File: config.mk
export PLATFORM = sky130hd
export DESIGN_NAME = trigger_timestamp
export DESIGN_NICKNAME = d
export VERILOG_FILES = /design/src/rtl/ts_pkg.sv /design/src/rtl/ts_ref_sync.sv /design/src/rtl/ts_counter.sv /design/src/rtl/ts_fifo.sv /design/src/rtl/trigger_timestamp.sv
export SDC_FILE = /design/constraint.sdc
export NUM_CORES = 1
export LEC_CHECK = 0
export BUFFER_PORTS_ARGS = -buffer_cell sky130_fd_sc_hd__buf_4
export CAP_MARGIN = 5
export CELL_PAD_IN_SITES_DETAIL_PLACEMENT = 1
export CELL_PAD_IN_SITES_GLOBAL_PLACEMENT = 1
export CORE_ASPECT_RATIO = 0.7
export CORE_MARGIN = 2
export CORE_UTILIZATION = 56
export CTS_BUF_LIST = sky130_fd_sc_hd__clkbuf_4
export DETAILED_ROUTE_END_ITERATION = 10
export GPL_ROUTABILITY_DRIVEN = 0
export PLACE_DENSITY = 0.92
export SLEW_MARGIN = 20
export SYNTH_ARGS = -nofsm -noshare
export SYNTH_HDL_FRONTEND = slang
export SYNTH_SLANG_ARGS = --single-unit
File: constraint.sdc
create_clock -name clk -period 5.3 [get_ports clk]
set_clock_uncertainty 0.05 [all_clocks]
set_input_delay 1.06 -clock clk [delete_from_list [all_inputs] [get_ports clk]]
set_output_delay 1.06 -clock clk [all_outputs]
set_load 0.02 [all_outputs]
File: src/rtl/ts_pkg.sv
package ts_pkg;
  typedef enum logic [1:0] {
    TS_FREE    = 2'd0,
    TS_ONSTART = 2'd1,
    TS_SPLIT   = 2'd2,
    TS_ALT     = 2'd3
  } ts_mode_e;

  localparam int STAMP_HI_W = 24;
  localparam int STAMP_LO_W = 40;
  localparam int STAMP_W    = STAMP_HI_W + STAMP_LO_W;
  localparam int AUX_W      = 2;
  localparam int REC_W      = 128;
  localparam int PAD_W      = REC_W - STAMP_W - AUX_W;
endpackage

File: src/rtl/ts_ref_sync.sv
module ts_ref_sync #(
  parameter int STAGES = 2
) (
  input  logic clk,
  input  logic rst_n,
  input  logic ref_async,
  output logic ref_rise
);
  logic [STAGES:0] sh;

  always_ff @(posedge clk or negedge rst_n) begin
    if (!rst_n) sh <= '0;
    else        sh <= {sh[STAGES-1:0], ref_async};
  end

  // newest synchronised level high, previous one low
  assign ref_rise = sh[STAGES-1] & ~sh[STAGES];
endmodule

File: src/rtl/ts_counter.sv
module ts_counter
  import ts_pkg::*;
#(
  parameter int HI_W = STAMP_HI_W,
  parameter int LO_W = STAMP_LO_W,
  localparam int TW = HI_W + LO_W
) (
  input  logic          clk,
  input  logic          rst_n,
  input  logic          smp_en,
  input  logic          clr,
  input  logic          start,
  input  ts_mode_e      mode,
  input  logic          ref_rise,
  output logic [TW-1:0] stamp
);
  logic [HI_W-1:0] hi_q;
  logic [LO_W-1:0] lo_q;

  assign hi_q = stamp[TW-1:LO_W];
  assign lo_q = stamp[LO_W-1:0];

  always_ff @(posedge clk or negedge rst_n) begin
    if (!rst_n) begin
      stamp <= '0;
    end else if (clr) begin
      stamp <= '0;
    end else if (mode == TS_ONSTART && start) begin
      stamp <= '0;
    end else if (mode == TS_SPLIT) begin
      if (ref_rise)    stamp <= {hi_q + 1'b1, {LO_W{1'b0}}};
      else if (smp_en) stamp <= {hi_q, lo_q + 1'b1};
    end else if (smp_en) begin
      stamp <= stamp + 1'b1;
    end
  end
endmodule

File: src/rtl/ts_fifo.sv
module ts_fifo #(
  parameter int W     = 128,
  parameter int DEPTH = 4,
  localparam int AW = (DEPTH > 1) ? $clog2(DEPTH) : 1,
  localparam int CW = $clog2(DEPTH + 1)
) (
  input  logic          clk,
  input  logic          rst_n,
  input  logic          push,
  input  logic [W-1:0]  din,
  input  logic          pop,
  output logic [W-1:0]  dout,
  output logic          not_empty,
  output logic [CW-1:0] fill
);
  logic [W-1:0]  mem [DEPTH];
  logic [AW-1:0] wp, rp;

  function automatic logic [AW-1:0] step(input logic [AW-1:0] p);
    return (p == AW'(DEPTH - 1)) ? '0 : p + 1'b1;
  endfunction

  always_ff @(posedge clk) begin
    if (push) mem[wp] <= din;
  end

  always_ff @(posedge clk or negedge rst_n) begin
    if (!rst_n) begin
      wp   <= '0;
      rp   <= '0;
      fill <= '0;
    end else begin
      if (push) wp <= step(wp);
      if (pop)  rp <= step(rp);
      unique case ({push, pop})
        2'b10:   fill <= fill + 1'b1;
        2'b01:   fill <= fill - 1'b1;
        default: fill <= fill;
      endcase
    end
  end

  assign dout      = mem[rp];
  assign not_empty = (fill != '0);
endmodule

File: src/rtl/trigger_timestamp.sv
module trigger_timestamp
  import ts_pkg::*;
#(
  parameter int DEPTH       = 4,
  parameter int SYNC_STAGES = 2,
  localparam int FILL_W = $clog2(DEPTH + 1)
) (
  input  logic              clk,
  input  logic              rst_n,
  input  logic              smp_en,
  input  logic              trig_in,
  input  logic              acq_start,
  input  logic              cnt_clear,
  input  logic              ref_in,
  input  logic [AUX_W-1:0]  aux_in,
  input  logic              aux_en,
  input  logic [1:0]        mode_sel,
  output logic              rec_valid,
  input  logic              rec_ready,
  output logic [REC_W-1:0]  rec_data,
  output logic              overflow
);
  logic               ref_rise;
  logic [STAMP_W-1:0] stamp_now;
  logic [FILL_W-1:0]  fifo_cnt;
  logic               pop, room, push;
  logic [REC_W-1:0]   rec_new;
  logic [AUX_W-1:0]   aux_kept;

  ts_ref_sync #(.STAGES(SYNC_STAGES)) u_sync (
    .clk       (clk),
    .rst_n     (rst_n),
    .ref_async (ref_in),
    .ref_rise  (ref_rise)
  );

  ts_counter #(.HI_W(STAMP_HI_W), .LO_W(STAMP_LO_W)) u_cnt (
    .clk      (clk),
    .rst_n    (rst_n),
    .smp_en   (smp_en),
    .clr      (cnt_clear),
    .start    (acq_start),
    .mode     (ts_mode_e'(mode_sel)),
    .ref_rise (ref_rise),
    .stamp    (stamp_now)
  );

  assign aux_kept = aux_en ? aux_in : '0;
  assign rec_new  = {{PAD_W{1'b0}}, aux_kept, stamp_now};
  assign pop      = rec_valid & rec_ready;
  assign room     = (fifo_cnt != FILL_W'(DEPTH)) | pop;
  assign push     = trig_in & room;

  ts_fifo #(.W(REC_W), .DEPTH(DEPTH)) u_fifo (
    .clk       (clk),
    .rst_n     (rst_n),
    .push      (push),
    .din       (rec_new),
    .pop       (pop),
    .dout      (rec_data),
    .not_empty (rec_valid),
    .fill      (fifo_cnt)
  );

  always_ff @(posedge clk or negedge rst_n) begin
    if (!rst_n)              overflow <= 1'b0;
    else if (trig_in & !room) overflow <= 1'b1;
  end
endmodule

==> results of run 1 <==
kinds of logic (layout without fill, tap and decap cells):
group           count (synthesis)  in the layout  synth area share [%]
mux                            71             71                  10.6
xor+xnor                       46             46                  2.79
compound gates                 83             83                  3.48
fa+ha+maj                       9              9                 0.831
simple gates                  277            277                  10.0
flops                         339            339                  67.8
other cells                     1             62                0.0259
buf+inv                       106            252                  4.38
flip-flops by register name, indices dropped and copies added (netlist names):
register,cells
overflow,1
u_cnt.stamp,64
u_fifo.fill,3
u_fifo.mem,264
u_fifo.rp,2
u_fifo.wp,2
u_sync.sh,3
worst min path at each step:
stage	to	start	cells after the start	slack [ps]
6_report	u_cnt.stamp[29]$_DFFE_PN0P_	rst_n	1	290
5_1_grt	u_cnt.stamp[29]$_DFFE_PN0P_	rst_n	1	310
4_1_cts	u_sync.sh[1]$_DFF_PN0_	u_sync.sh[0]$_DFF_PN0_	0	300
3_5_place_dp	u_sync.sh[1]$_DFF_PN0_	u_sync.sh[0]$_DFF_PN0_	0	290
3_3_place_gp	u_sync.sh[1]$_DFF_PN0_	u_sync.sh[0]$_DFF_PN0_	0	280
2_1_floorplan	u_sync.sh[1]$_DFF_PN0_	u_sync.sh[0]$_DFF_PN0_	0	280
through the flow:
| step | utilization (%) | hold WS, ps | area, um^2 | cells |
|---|---|---|---|---|
| floorplan | - | 281 | 14700 | 993 |
| global placement | 59.7 | 282 | 15200 | 1322 |
| detailed placement | 59.7 | 287 | 15200 | 1322 |
| CTS | 63.8 | 302 | 16300 | 1469 |
| global route | 63.9 | 310 | 16300 | 1470 |
| finish | 63.9 | 286 | 16300 | 1470 |
area by class of cell:
| cell class | instances | area share (%) |
|---|---|---|
| clock buffer | 119 | 5.48 |
| inverter | 12 | 0.276 |
| timing repair buffer | 93 | 4.43 |
| clock inverter | 28 | 1.02 |
| sequential | 339 | 60.2 |
| tap | 331 | 2.54 |
| multi-input combinational | 548 | 26.1 |
layer usage:
layer / global-route usage, % / part of all wire [%] / vias to the layer above
met4: 9.05 / 2.3 / 0
li1: - / - / 3811
met1: 39.0 / 44 / 4597
met5: 0 / 0 / -
met2: 42.9 / 47 / 399
met3: 5.98 / 6.7 / 69
where the power goes:
part	switching [mW]	leakage, nW	internal [mW]
logic	1.22	1.81	0.929
clock network	1.06	0.633	1.13
registers	0.182	3.69	3.24
critical path: cells and delay by family, from the launching register on:
family	cells	cell delay (ps)
buf+inv	3	750
flops	1	720
mux	1	530
layout by cell type (no fill, tap or decap), drive strengths merged, types with 29 or more instances in the layout:
master,Yosys,layout
nand3,37,37
o21ai,29,29
nand2,42,42
nor2,73,73
conb,1,62
edfxtp,264,264
mux4,66,66
buf,71,93
dfrtp,75,75
clkbuf,23,119
nand4,30,30
==> run metrics, run 1 <==
Hold WC Path Type=input pin to async pin; R2R Path End=u_cnt.stamp[48]$_DFFE_PN0P_; root buffer selected by CTS=clkbuf_4; initial antenna violation count=0; # fillers=2,392; Synth area leader=edfxtp_1; WL per Instance=24.8 um; CTS-repair resized insts=0; Starting Density=56.7%; Design Power=7.76 mW; H-tree lvl count=3; final setup vio count=0; Initial DRT Pass Iterations=6; PD cells=476 nW/um^2; asr flop ratio synth=22.1%; die area=27,100 um^2; cells along the critical path=buf_16 -> buf_4 -> mux4_2 -> buf_4; CTS tree=yes; ys flop type=edfxtp_1; dpl ws=1760 ps; largest net degree at the start of global routing=76; cts hold-fix bufs=0; post-DP HPWL=23,300 um; post-CTS setup buffers=0; CTS Sinks=339; I/O Buffers=80; Synth Instances=932; Unique masters post-synth=61; Slew headroom=31.1%; #FFs+latches synth=339; Post-synth EDFFs=264; grt total ovfl=0; Max Clock Freq=0.259 GHz; n_diodes=0; largest cells by area after synthesis=edfxtp_1, dfrtp_1, mux4_2; RSZ-0062 raised after global routing=false; yosys warns=0; Avg Inst Size Synth=15.5 um^2; # DRC=0; FF-to-FF Start=u_cnt.stamp[1]$_DFFE_PN0P_; Die W=196 um; Die H=138 um; Startpoint Class=flop; total negative setup slack=0 ps; row count=49; Iteration-0 DRC Markers=857; setup slack, reg-to-reg=2070 ps; Seq. cell area=9810 um^2; core area=25,500 um^2; final wirelength=36,400 um; CTS Buf Count=80; CP Class=flop to output pin; Setup WS post-layout=1440 ps; fin crit period=3860 ps; Worst-Margin Slew=1030 ps; Top Ports=143; clock buffer depth=3; Layout Nets=1,096; Final period util=72.9%; CP Max Fanout=29; first-pass GRT wire length=55,800 um; layout cell share with drive strength beyond 1=26.8%; Cell Area, Synth=14,500 um^2; clock slew at reported path FFs=90 ps; status=completed; CP arrival=2750 ps; multi-input combinational cell area=4260 um^2; Fin. Hold Viols=0; vias post-DR=8,876; area grow syn2layout=12.8%; capture point of the critical path=rec_data[24]; Post-synth top cells=edfxtp_1, dfrtp_1, nor2_1; reg2reg path depth=7; CP Data Required Time=4190 ps; CP startpoint=u_fifo.rp[0]$_DFFE_PN0P_; peak supply drop=284 uV; DRT antenna net count=0; Clock Latency Late Sink=730 ps; Final Slew Violations=0; Critical Path Most Common Cell=buf_4; CP max stage cell=dfrtp_4; P_leak=6.13 nW; Tot GR Track Use=27.4%; share of the synthesized area in the top cell type=54.9%; Seq/Total Area, Yosys=67.8%; Worst setup EP type=output pin; vias in the first global route=9,330; number of max-cap violations=0; crit-path max cell delay=720 ps; top-count cell post-synth=edfxtp_1; vias per inst=6.04
Note: power is estimated with default switching activity, not from simulation.
==> run 2, diff against run 1 <==
--- a/config.mk
+++ b/config.mk
@@ -11,11 +11,11 @@
 export CELL_PAD_IN_SITES_GLOBAL_PLACEMENT = 1
 export CORE_ASPECT_RATIO = 0.7
 export CORE_MARGIN = 2
-export CORE_UTILIZATION = 56
+export CORE_UTILIZATION = 52
 export CTS_BUF_LIST = sky130_fd_sc_hd__clkbuf_4
 export DETAILED_ROUTE_END_ITERATION = 10
 export GPL_ROUTABILITY_DRIVEN = 0
-export PLACE_DENSITY = 0.92
+export PLACE_DENSITY = 0.87
 export SLEW_MARGIN = 20
 export SYNTH_ARGS = -nofsm -noshare
 export SYNTH_HDL_FRONTEND = slang
==> constraint.sdc (replaced) <==
create_clock -name clk -period 3.9 [get_ports clk]
set_clock_uncertainty 0.05 [all_clocks]
set_input_delay 0.78 -clock clk [delete_from_list [all_inputs] [get_ports clk]]
set_output_delay 0.78 -clock clk [all_outputs]
set_load 0.02 [all_outputs]
==> run 2 against run 1 <==
Against the previous run:
- sequential share of layout area decreased by 0.97 points
- wire length decreased by 3.0%
- sequential power increased by 35%
- via count decreased by 0.18%
- sequential cell count unchanged
- setup slack got worse by 1000 ps
- critical path type unchanged
- largest cell class unchanged
==> run metrics, run 2 (same netlist as run 1, synthesis figures left out) <==
status=completed; Net Sw Frac=31.3% (-0.40 points); Tot GR Track Use=25.0% (-2.5 points); Critical Path Most Common Cell=buf_4; CTS Sinks=339 (unchanged); root buffer selected by CTS=clkbuf_4; post-CTS setup buffers=0 (unchanged); Worst-Margin Slew=842 ps (-192 ps); vias per inst=5.80 (-3.9%); Top Registers=u_fifo.mem x264, u_cnt.stamp x64; CP Max Fanout=31 (+6.9%); max reg flops=264 (unchanged); number of max-cap violations=0 (unchanged); vias post-DR=8,860 (-0.18%); first-pass GRT wire length=54,700 um (-1.9%); crit-path max cell delay=830 ps (+110 ps); Final Slew Violations=0 (unchanged); P_leak=6.22 nW (+1.6%); area grow syn2layout=14.7%; clock slew at reported path FFs=80 ps (about the same); Comb pwr share=27.8% (about the same); final setup vio count=0 (unchanged); Final period util=90.0%; Fin. Hold Viols=0 (unchanged); Setup WS post-layout=391 ps (-1050 ps); grt total ovfl=0 (unchanged); row count=51 (+4.1%); Die H=143 um (+3.7%); fin crit period=3510 ps; clock network power share=29.2% (+1.0 points); setup slack, reg-to-reg=820 ps (-1250 ps); Flop pwr share=43.0% (-1.0 points); Layout Nets=1,106 (+0.91%); CTS tree=yes; clock buffer depth=3 (unchanged); cts hold-fix bufs=0 (unchanged); reg2reg path depth=7 (unchanged); Iteration-0 DRC Markers=711 (-17%); Die W=203 um (+3.7%); CP Data Required Time=3070 ps (-1120 ps); switching power=3.37 mW (+37%); die area=29,200 um^2 (+7.5%); CTS Buf Count=84 (+5.0%); commonest non-fill, non-tap cell in the layout=edfxtp_1; CP Class=flop to output pin; FF-to-FF Start=u_cnt.stamp[1]$_DFFE_PN0P_; Worst setup EP type=output pin; total negative setup slack=0 ps (unchanged); initial antenna violation count=1 (+1); WL per Instance=23.1 um (-6.6%); Clock Latency Late Sink=710 ps (-20 ps); smallest hold slack=107 ps (-179 ps); CTS-repair resized insts=0 (unchanged); R2R Path End=u_cnt.stamp[48]$_DFFE_PN0P_; post-DP HPWL=22,700 um (-2.7%); Top Ports=143 (unchanged); highest-count cells in the layout ignoring fill and taps=edfxtp_1, clkbuf_4, buf_4; I/O Buffers=80 (unchanged); CP max stage cell=dfrtp_4; largest net degree at the start of global routing=58 (-24%); final wirelength=35,300 um (-3.0%); PD cells=650 nW/um^2 (+36%); vias in the first global route=9,409 (+0.85%); Starting Density=52.4% (-4.2 points); RSZ-0062 raised after global routing=false; peak supply drop=439 uV (+55%); Initial DRT Pass Iterations=5 (-1); H-tree lvl count=3 (unchanged); # DRC=0 (unchanged); dpl ws=780 ps (-983 ps); Int Pwr=7.39 mW (+40%); core area=27,600 um^2 (+8.1%); CP arrival=2680 ps (-70 ps); Startpoint Class=flop; layout cell share with drive strength beyond 1=27.5% (+0.75 points); cells along the critical path=buf_4 -> mux4_2 -> buf_4; DRT antenna net count=0 (unchanged); Max Clock Freq=0.285 GHz; Slew headroom=43.4% (+12 points); Hold WC Path Type=input pin to async pin; Top reg by flops=u_fifo.mem
run 2: through the flow:
| step | utilization, % | area (um^2) | power, mW | std cells |
|---|---|---|---|---|
| after global routing | 60.1 | 16600 | 11.3 | 1527 |
| after detailed placement | 55.9 | 15400 | 7.74 | 1369 |
| after global placement | 55.9 | 15400 | 7.63 | 1369 |
| final | 60.1 | 16600 | 10.8 | 1527 |
| after floorplan | - | 14700 | 6.54 | 993 |
| after CTS | 60.1 | 16600 | 10.9 | 1526 |
run 2: worst max-delay path by stage:
stage / startpoint / end / slack [ps]
after floorplan: rec_ready / u_fifo.mem[3][0]$_DFFE_PP_ / 710
after global placement: smp_en / u_cnt.stamp[33]$_DFFE_PN0P_ / 960
after detailed placement: smp_en / u_cnt.stamp[33]$_DFFE_PN0P_ / 780
after CTS: u_fifo.rp[0]$_DFFE_PN0P_ / rec_data[9] / 260
after global routing: u_fifo.rp[0]$_DFFE_PN0P_ / rec_data[53] / 160
final: u_fifo.rp[0]$_DFFE_PN0P_ / rec_data[9] / 390
run 2: metal layers:
metal / global-route usage, % / share of wire, % / up-vias
met4: 7.91 / 1.8 / 0
met5: 0 / 0 / -
met1: 35.6 / 45 / 4591
met2: 38.5 / 46 / 363
li1: - / - / 3852
met3: 5.92 / 7.3 / 54
run 2: final cells by class:
class                      instances  area [um^2]
antenna                            1         2.50
inverter                          12         45.0
fill                            2670        11000
clock buffer                     126          946
sequential                       339         9810
clock inverter                    31          206
timing repair buffer              99          843
tap                              371          464
multi-input combinational        548         4260
run 2: worst max-delay path, delay by kind of cell (launching register included):
kind / cells / cell delay, ps
multiplexers: 1 / 560
flip-flops: 1 / 830
buffers and inverters: 2 / 560
run 2: power groups by stage:
stage / logic, mW / registers (mW) / clock network, mW
global placement: 2.96 / 4.67 / 0
finish: 2.99 / 4.62 / 3.15
global route: 3.19 / 4.68 / 3.40
detailed placement: 3.03 / 4.71 / 0
CTS: 3.04 / 4.64 / 3.23
floorplan: 1.97 / 4.57 / 0
